`config.mk`:
```
export PLATFORM = sky130hd
export DESIGN_NAME = sck_power_sequencer
export DESIGN_NICKNAME = d
export VERILOG_FILES = /design/src/rtl/pwrseq_pkg.sv /design/src/rtl/sck_activity_mon.sv /design/src/rtl/warm_counter.sv /design/src/rtl/pwr_state_fsm.sv /design/src/rtl/sck_power_sequencer.sv
export SDC_FILE = /design/constraint.sdc
export NUM_CORES = 1
export LEC_CHECK = 0
export CORE_UTILIZATION = 45
export CTS_BUF_LIST = sky130_fd_sc_hd__clkbuf_16
export CTS_CLUSTER_DIAMETER = 60
export DETAILED_ROUTE_END_ITERATION = 6
export DONT_BUFFER_PORTS = 1
export GPL_TIMING_DRIVEN = 0
export PLACE_DENSITY_LB_ADDON = 0.1
export SLEW_MARGIN = 5
export SYNTH_ARGS = -nofsm -noshare
export SYNTH_HDL_FRONTEND = slang
export SYNTH_SLANG_ARGS = --single-unit
```
`constraint.sdc`:
```
create_clock -name clk -period 3.25 [get_ports clk]
set_input_delay 0.4875 -clock clk [delete_from_list [all_inputs] [get_ports clk]]
set_output_delay 0.4875 -clock clk [all_outputs]
set_load 0.02 [all_outputs]
```
`src/rtl/pwrseq_pkg.sv`:
```
package pwrseq_pkg;

  typedef enum logic [2:0] {
    PS_BOOT_WARM = 3'd0,
    PS_RUN       = 3'd1,
    PS_IDLE      = 3'd2,
    PS_IDLE_WARM = 3'd3,
    PS_OFF       = 3'd4,
    PS_OFF_WARM  = 3'd5
  } pstate_e;

  function automatic int unsigned max_of3(input int unsigned a,
                                          input int unsigned b,
                                          input int unsigned c);
    int unsigned m;
    m = (a > b) ? a : b;
    return (m > c) ? m : c;
  endfunction

endpackage

```
`src/rtl/sck_activity_mon.sv`:
```
module sck_activity_mon #(
  parameter int unsigned IDLE_W = 16
) (
  input  logic              clk,
  input  logic              rst_n,
  input  logic              sck_in,
  input  logic [IDLE_W-1:0] stop_limit,
  output logic              sck_rise,
  output logic              sck_stopped
);

  localparam logic [IDLE_W-1:0] IDLE_SAT = {IDLE_W{1'b1}};

  logic              sync1_q, sync2_q, hist_q;
  logic              any_edge;
  logic [IDLE_W-1:0] idle_q, idle_d;
  logic              stop_q, stop_d;
  logic              idle_en;

  // two-stage synchronizer plus one history stage for edge detection
  always_ff @(posedge clk or negedge rst_n) begin
    if (!rst_n) begin
      sync1_q <= 1'b0;
      sync2_q <= 1'b0;
      hist_q  <= 1'b0;
    end else begin
      sync1_q <= sck_in;
      sync2_q <= sync1_q;
      hist_q  <= sync2_q;
    end
  end

  assign any_edge = sync2_q ^ hist_q;
  assign sck_rise = sync2_q & ~hist_q;

  // quiet-time measurement
  always_comb begin
    idle_d = idle_q;
    stop_d = stop_q;
    if (any_edge) begin
      idle_d = '0;
      stop_d = 1'b0;
    end else if (!stop_q) begin
      if (idle_q != IDLE_SAT) begin
        idle_d = idle_q + 1'b1;
      end
      if (idle_d >= stop_limit) begin
        stop_d = 1'b1;
      end
    end
  end

  assign idle_en = any_edge | ~stop_q;

  always_ff @(posedge clk or negedge rst_n) begin
    if (!rst_n) begin
      idle_q <= '0;
      stop_q <= 1'b1;
    end else if (idle_en) begin
      idle_q <= idle_d;
      stop_q <= stop_d;
    end
  end

  assign sck_stopped = stop_q;

endmodule

```
`src/rtl/warm_counter.sv`:
```
module warm_counter #(
  parameter int unsigned CNT_W = 19
) (
  input  logic             clk,
  input  logic             rst_n,
  input  logic             clr,
  input  logic             step,
  input  logic [CNT_W-1:0] target,
  output logic             last
);

  logic [CNT_W-1:0] cnt_q, cnt_d;
  logic             cnt_en;

  assign cnt_en = clr | step;

  always_comb begin
    if (clr) begin
      cnt_d = '0;
    end else begin
      cnt_d = cnt_q + 1'b1;
    end
  end

  always_ff @(posedge clk or negedge rst_n) begin
    if (!rst_n) begin
      cnt_q <= '0;
    end else if (cnt_en) begin
      cnt_q <= cnt_d;
    end
  end

  // asserted on the edge that completes the interval
  assign last = step & (cnt_q == (target - 1'b1));

endmodule

```
`src/rtl/pwr_state_fsm.sv`:
```
module pwr_state_fsm
  import pwrseq_pkg::*;
#(
  parameter int unsigned LEN_BOOT = 262144,
  parameter int unsigned LEN_IDLE = 16384,
  parameter int unsigned LEN_OFF  = 131072,
  parameter int unsigned CNT_W    = 19
) (
  input  logic             clk,
  input  logic             rst_n,
  input  logic             chip_en,
  input  logic             sck_rise,
  input  logic             sck_stopped,
  input  logic             warm_last,
  output pstate_e          state,
  output logic             warm_on,
  output logic [CNT_W-1:0] warm_target,
  output logic             proto_err
);

  localparam logic [CNT_W-1:0] TGT_BOOT = CNT_W'(LEN_BOOT);
  localparam logic [CNT_W-1:0] TGT_IDLE = CNT_W'(LEN_IDLE);
  localparam logic [CNT_W-1:0] TGT_OFF  = CNT_W'(LEN_OFF);

  pstate_e state_q, state_d;
  logic    err_q, err_set;

  // next-state logic: a low enable overrides everything else
  always_comb begin
    state_d = state_q;
    err_set = 1'b0;
    if (!chip_en) begin
      state_d = PS_OFF;
      err_set = (state_q == PS_IDLE);
    end else begin
      case (state_q)
        PS_BOOT_WARM: if (warm_last)   state_d = PS_RUN;
        PS_RUN:       if (sck_stopped) state_d = PS_IDLE;
        PS_IDLE:      if (sck_rise)    state_d = PS_IDLE_WARM;
        PS_IDLE_WARM: if (warm_last)   state_d = PS_RUN;
        PS_OFF:                        state_d = PS_OFF_WARM;
        PS_OFF_WARM:  if (warm_last)   state_d = PS_RUN;
        default:                       state_d = PS_OFF;
      endcase
    end
  end

  // warm-up selection
  always_comb begin
    warm_on     = 1'b0;
    warm_target = TGT_BOOT;
    case (state_q)
      PS_BOOT_WARM: begin warm_on = 1'b1; warm_target = TGT_BOOT; end
      PS_IDLE_WARM: begin warm_on = 1'b1; warm_target = TGT_IDLE; end
      PS_OFF_WARM:  begin warm_on = 1'b1; warm_target = TGT_OFF;  end
      default:      begin warm_on = 1'b0; warm_target = TGT_BOOT; end
    endcase
  end

  always_ff @(posedge clk or negedge rst_n) begin
    if (!rst_n) begin
      state_q <= PS_BOOT_WARM;
    end else begin
      state_q <= state_d;
    end
  end

  always_ff @(posedge clk or negedge rst_n) begin
    if (!rst_n) begin
      err_q <= 1'b0;
    end else if (err_set) begin
      err_q <= 1'b1;
    end
  end

  assign state     = state_q;
  assign proto_err = err_q;

endmodule

```
`src/rtl/sck_power_sequencer.sv`:
```
module sck_power_sequencer
  import pwrseq_pkg::*;
#(
  parameter int unsigned DATA_W   = 24,
  parameter int unsigned IDLE_W   = 16,
  parameter int unsigned LEN_BOOT = 262144,
  parameter int unsigned LEN_IDLE = 16384,
  parameter int unsigned LEN_OFF  = 131072
) (
  input  logic              clk,
  input  logic              rst_n,
  input  logic              sck_in,
  input  logic              chip_en,
  input  logic [IDLE_W-1:0] stop_limit,
  input  logic [DATA_W-1:0] data_in,
  output logic [DATA_W-1:0] data_out,
  output logic [2:0]        state_code,
  output logic              out_valid,
  output logic              in_standby,
  output logic              in_powerdown,
  output logic              proto_err
);

  localparam int unsigned LEN_MAX = max_of3(LEN_BOOT, LEN_IDLE, LEN_OFF);
  localparam int unsigned CNT_W   = $clog2(LEN_MAX + 1);

  logic             rst_ff1_q, rst_ff2_q;
  logic             rst_n_core;
  logic             sck_rise, sck_stopped;
  logic             warm_on, warm_last;
  logic [CNT_W-1:0] warm_target;
  pstate_e          state;

  // reset: asserted asynchronously, released on a clock edge
  always_ff @(posedge clk or negedge rst_n) begin
    if (!rst_n) begin
      rst_ff1_q <= 1'b0;
      rst_ff2_q <= 1'b0;
    end else begin
      rst_ff1_q <= 1'b1;
      rst_ff2_q <= rst_ff1_q;
    end
  end
  assign rst_n_core = rst_ff2_q;

  sck_activity_mon #(.IDLE_W(IDLE_W)) u_mon (
    .clk         (clk),
    .rst_n       (rst_n_core),
    .sck_in      (sck_in),
    .stop_limit  (stop_limit),
    .sck_rise    (sck_rise),
    .sck_stopped (sck_stopped)
  );

  pwr_state_fsm #(
    .LEN_BOOT (LEN_BOOT),
    .LEN_IDLE (LEN_IDLE),
    .LEN_OFF  (LEN_OFF),
    .CNT_W    (CNT_W)
  ) u_fsm (
    .clk         (clk),
    .rst_n       (rst_n_core),
    .chip_en     (chip_en),
    .sck_rise    (sck_rise),
    .sck_stopped (sck_stopped),
    .warm_last   (warm_last),
    .state       (state),
    .warm_on     (warm_on),
    .warm_target (warm_target),
    .proto_err   (proto_err)
  );

  warm_counter #(.CNT_W(CNT_W)) u_warm (
    .clk    (clk),
    .rst_n  (rst_n_core),
    .clr    (~warm_on),
    .step   (sck_rise & warm_on),
    .target (warm_target),
    .last   (warm_last)
  );

  assign state_code   = state;
  assign out_valid    = (state == PS_RUN);
  assign in_standby   = (state == PS_IDLE);
  assign in_powerdown = (state == PS_OFF);
  assign data_out     = data_in & {DATA_W{out_valid}};

endmodule

```
==> metrics.txt <==
# TYPE chip_impl_metric gauge
chip_impl_metric{name="maxCapViolCount",unit=""} 0
chip_impl_metric{name="p_per_area",unit="nW/µm²"} 351
chip_impl_metric{name="timing.critical_path.required",unit="ps"} 2760
chip_impl_metric{name="vdd_drop_max",unit="mV"} 0.249
chip_impl_metric{name="setup_viol_count_final",unit=""} 0
chip_impl_metric{name="fin_nets",unit=""} 420
chip_impl_metric{name="route.detailed.drc",unit=""} 15
chip_impl_metric{name="vias_per_cell",unit=""} 5.49
chip_impl_metric{name="clk_pin_slew",unit="ps"} 60
chip_impl_metric{name="synth_warnings",unit=""} 0
chip_impl_metric{name="max_slew_margin",unit="%"} 56.7
chip_impl_metric{name="place_area",unit="µm²"} 3180
chip_impl_info{name="critical_path.reg2reg.endpoint",value="u_mon.sck_stopped"} 1
chip_impl_metric{name="clock_sink_count",unit=""} 45
chip_impl_metric{name="reg2reg_depth",unit=""} 12
chip_impl_info{name="tritoncts",value="built"} 1
chip_impl_metric{name="synthDistinctLibCells",unit=""} 46
chip_impl_metric{name="layout-area-overhead-vs-synth",unit="%"} 10.5
chip_impl_info{name="setup.worst_path.start_class",value="flip-flop"} 1
chip_impl_metric{name="die_h",unit="µm"} 84.5
chip_impl_metric{name="finalWorstPathRequiredPeriod",unit="ps"} 2980
chip_impl_metric{name="core.rowCount",unit=""} 29
chip_impl_metric{name="routed_wire_length_per_instance",unit="µm"} 14.1
chip_impl_metric{name="num-fill-cells",unit=""} 608
chip_impl_metric{name="n_diodes",unit=""} 0
chip_impl_metric{name="power.static_leakage",unit="nW"} 1.63
chip_impl_info{name="critPathCaptureType",value="output pin"} 1
chip_impl_metric{name="coreArea",unit="µm²"} 6460
chip_impl_metric{name="overall_global_routing_resource_usage",unit="%"} 18.4
chip_impl_metric{name="finalHoldViolCount",unit=""} 0
chip_impl_metric{name="reg2reg_setup_slack",unit="ps"} 280
chip_impl_metric{name="synth.cell_area",unit="µm²"} 3060
chip_impl_metric{name="drtAntennaViolNets",unit=""} 0
chip_impl_metric{name="cts_buffer_depth",unit=""} 2
chip_impl_metric{name="final.period_utilization",unit="%"} 91.8
chip_impl_metric{name="tightestPinTransition",unit="ps"} 645
chip_impl_metric{name="route.final.wire_length",unit="µm"} 6140
chip_impl_metric{name="top_level_ports",unit=""} 75
chip_impl_metric{name="clock_latency",unit="ps"} 280
chip_impl_metric{name="yosysSeqAreaShare",unit="%"} 36.8
chip_impl_metric{name="floorplan.die.width",unit="µm"} 84.5
chip_impl_info{name="crit_type",value="flip-flop to output pin"} 1
chip_impl_info{name="run_status",value="finished, violations left"} 1
chip_impl_metric{name="fin_area",unit="µm²"} 3380
chip_impl_metric{name="grt_pass1_vias",unit=""} 2267
chip_impl_info{name="crit_chain",value="clkbuf_1, inv_1, nor3_2, clkbuf_1, and2_1"} 1
chip_impl_metric{name="gp_congestion",unit=""} 0.769
chip_impl_metric{name="syn-mean-instance-area",unit="µm²"} 8.86
chip_impl_info{name="violations",value="DRC"} 1
chip_impl_metric{name="drt_first_pass_iters",unit=""} 6
chip_impl_metric{name="synth-edff-count",unit=""} 0
chip_impl_metric{name="floorplan.initialDensity",unit="%"} 47.4
chip_impl_metric{name="critical_path.n_buffers_inverters",unit=""} 3
chip_impl_metric{name="grt_pass1_wl",unit="µm"} 10500
chip_impl_info{name="min_path_type",value="flip-flop to asynchronous set/reset pin"} 1
chip_impl_metric{name="vias",unit=""} 2390
chip_impl_metric{name="io_port_bufs",unit=""} 0
chip_impl_metric{name="netlist_instances",unit=""} 346
chip_impl_metric{name="max_clock_freq",unit="GHz"} 0.335
chip_impl_metric{name="timing.final.max_slew_violations",unit=""} 0
chip_impl_info{name="critical-path-top-cell-by-count",value="sky130_fd_sc_hd__clkbuf_1"} 1
chip_impl_metric{name="dp.final_hpwl",unit="µm"} 4530
chip_impl_metric{name="final.setup_skew",unit="ps"} 3.56
chip_impl_metric{name="crit_fanout",unit=""} 10
chip_impl_info{name="cts_root_buf",value="sky130_fd_sc_hd__clkbuf_16"} 1
chip_impl_metric{name="ys_ff_latch",unit=""} 45
chip_impl_info{name="worst_path_max_delay_cell",value="sky130_fd_sc_hd__nor3_2"} 1
chip_impl_metric{name="timing.critical_path.slowest_cell_delay",unit="ps"} 520
chip_impl_metric{name="total_number_of_h_tree_levels",unit=""} 2
chip_impl_metric{name="critPathArrivalTime",unit="ps"} 2500
chip_impl_metric{name="synth-async-reset-ratio",unit="%"} 100
chip_impl_metric{name="drt-initial-drc-count",unit=""} 121
chip_impl_info{name="critical_path.top_delay_family",value="buffers and inverters"} 1
chip_impl_metric{name="die-area",unit="µm²"} 7140
chip_impl_info{name="dominantRegCellSynth",value="sky130_fd_sc_hd__dfrtp_1"} 1
chip_impl_metric{name="number_of_buffers_created_by_cts",unit=""} 5
chip_impl_metric{name="antenna_found_initial",unit=""} 0
chip_impl_info{name="rsz0062_at_grt",value="no"} 1
chip_impl_info{name="r2r-start",value="u_mon.idle_q[0]"} 1
chip_impl_metric{name="largest_net_degree_at_the_start_of_global_routing",unit=""} 29
chip_impl_metric{name="globalRouteOverflowTotal",unit=""} 0
chip_impl_metric{name="final_layout_size_suffix_gt1_share",unit="%"} 8.66
chip_impl_metric{name="mappedNetlistNets",unit=""} 409
chip_impl_metric{name="total_power",unit="mW"} 1.19
chip_impl_metric{name="worstSetupPathDepth",unit=""} 5
==> layout make-up <==
cell class                      instances  area, µm²  area share, %
Sequential cell                        45       1130           33.3
Multi-Input combinational cell        260       1810           53.5
Buffer                                 14       61.3           1.81
Timing Repair Buffer                    5       52.6           1.55
Clock inverter                          3       12.5          0.370
Clock buffer                            5        125           3.70
Tap cell                               77       96.3           2.85
Inverter                               26       97.6           2.88
==> worst max path at each step <==
stage | start | to
after floorplan | u_mon.idle_q[0] | u_mon.sck_stopped
after global placement | u_mon.idle_q[0] | u_mon.sck_stopped
after detailed placement | u_mon.idle_q[0] | u_mon.sck_stopped
after CTS | u_mon.idle_q[0] | u_mon.sck_stopped
after global routing | u_mon.idle_q[0] | u_mon.sck_stopped
final | u_fsm.state[0] | data_out[21]
==> power breakdown <==
group,switching [mW],internal (mW)
registers,0.0199,0.573
logic,0.0694,0.0475
clock network,0.200,0.278
==> flip-flops by register name (all words and copies together) (netlist names) <==
| name | count |
|---|---|
| u_mon.idle_q | 16 |
| rst_ff1_q | 1 |
| u_mon.sync2_q | 1 |
| u_warm.cnt_q | 19 |
| u_mon.sync1_q | 1 |
| rst_ff2_q | 1 |
| u_fsm.proto_err | 1 |
| u_mon.hist_q | 1 |
| u_mon.sck_stopped | 1 |
| u_fsm.state | 3 |
==> cells in the final DEF, fill, tap and decap left out, types with 3 or more instances in the layout <==
cell / Yosys / routed
sky130_fd_sc_hd__a21o_1: 8 / 8
sky130_fd_sc_hd__a21oi_1: 7 / 7
sky130_fd_sc_hd__and2_1: 35 / 35
sky130_fd_sc_hd__and3_1: 10 / 10
sky130_fd_sc_hd__buf_2: 3 / 4
sky130_fd_sc_hd__buf_4: 1 / 4
sky130_fd_sc_hd__clkbuf_1: 11 / 9
sky130_fd_sc_hd__clkbuf_16: 0 / 5
sky130_fd_sc_hd__dfrtp_1: 44 / 43
sky130_fd_sc_hd__ha_1: 19 / 18
sky130_fd_sc_hd__inv_1: 26 / 26
sky130_fd_sc_hd__nand2_1: 30 / 30
sky130_fd_sc_hd__nand3_1: 12 / 11
sky130_fd_sc_hd__nand4_1: 9 / 9
sky130_fd_sc_hd__nor2_1: 26 / 26
sky130_fd_sc_hd__nor3_1: 11 / 8
sky130_fd_sc_hd__o21a_1: 3 / 3
sky130_fd_sc_hd__o21ai_0: 13 / 12
sky130_fd_sc_hd__or3_1: 5 / 5
sky130_fd_sc_hd__xnor2_1: 24 / 24
sky130_fd_sc_hd__xor2_1: 15 / 15
==> cell usage after synthesis, types with 2 or more instances <==
library cell | n | area (µm²)
sky130_fd_sc_hd__or3_1 | 5 | 31.3
sky130_fd_sc_hd__and3_1 | 10 | 62.6
sky130_fd_sc_hd__and4_1 | 2 | 17.5
sky130_fd_sc_hd__xnor2_1 | 24 | 210
sky130_fd_sc_hd__inv_1 | 26 | 97.6
sky130_fd_sc_hd__o2111ai_1 | 2 | 17.5
sky130_fd_sc_hd__nand3_1 | 12 | 60.1
sky130_fd_sc_hd__or4_2 | 2 | 17.5
sky130_fd_sc_hd__o21ai_0 | 13 | 65.1
sky130_fd_sc_hd__clkbuf_1 | 11 | 41.3
sky130_fd_sc_hd__nand4_1 | 9 | 56.3
sky130_fd_sc_hd__a21oi_1 | 7 | 35.0
sky130_fd_sc_hd__ha_1 | 19 | 238
sky130_fd_sc_hd__xor2_1 | 15 | 131
sky130_fd_sc_hd__buf_2 | 3 | 15.0
sky130_fd_sc_hd__o21a_1 | 3 | 22.5
sky130_fd_sc_hd__nand2b_1 | 2 | 12.5
sky130_fd_sc_hd__a2bb2oi_1 | 2 | 17.5
sky130_fd_sc_hd__mux2i_1 | 2 | 20.0
sky130_fd_sc_hd__and2_1 | 35 | 219
sky130_fd_sc_hd__nand2_1 | 30 | 113
sky130_fd_sc_hd__o31ai_1 | 2 | 15.0
sky130_fd_sc_hd__nor2_1 | 26 | 97.6
sky130_fd_sc_hd__nand3b_1 | 2 | 15.0
sky130_fd_sc_hd__a21o_1 | 8 | 60.1
sky130_fd_sc_hd__dfrtp_1 | 44 | 1100
sky130_fd_sc_hd__nor3_1 | 11 | 55.1
==> timing repair <==
item | CTS | global route
endpoints found under the setup margin | 10 | 1
hold buffers | 1 | 0
buffers inserted | 0 | 3
pin swaps | 1 | 1
hold endpoints to repair | 2 | 0
gates resized for setup | 4 | 6
==> through the flow <==
stage	cells	setup WS, ps	util, %	TNS, ps	hold WS (ps)
2_1_floorplan	346	461	-	0	192
3_3_place_gp	423	-256	48.9	-256	192
3_5_place_dp	424	-281	49.3	-281	192
4_1_cts	433	59.2	51.8	0	217
5_1_grt	435	6.01	52.4	0	220
6_report	435	266	52.4	0	199
==> logic make-up (layout without fill, tap and decap cells) <==
family / Yosys count / in the layout / synth area share, %
simple gates: 151 / 151 / 26.7
flops: 45 / 45 / 36.8
buf+inv: 41 / 53 / 5.27
fa+ha+maj: 19 / 19 / 7.76
compound gates: 47 / 47 / 11.2
other cells: 1 / 1 / 0.122
mux: 3 / 3 / 1.02
xor+xnor: 39 / 39 / 11.1
==> layer usage <==
| metal | wire length, µm | share of wire, % | track usage, % |
|---|---|---|---|
| met1 | 2980 | 49 | 24.6 |
| met2 | 2870 | 47 | 31.5 |
| met3 | 259 | 4.2 | 3.34 |
| met4 | 29 | 0.47 | 3.70 |
| met5 | 0 | 0 | 0 |
==> worst reg2reg max path: cells and delay by family (launching register included) <==
family | cells | cell delay (ps)
compound gates | 5 | 1080
fa+ha+maj | 2 | 490
buf+inv | 1 | 240
flops | 1 | 430
simple gates | 4 | 660
Power figures use the tool's default switching activity.
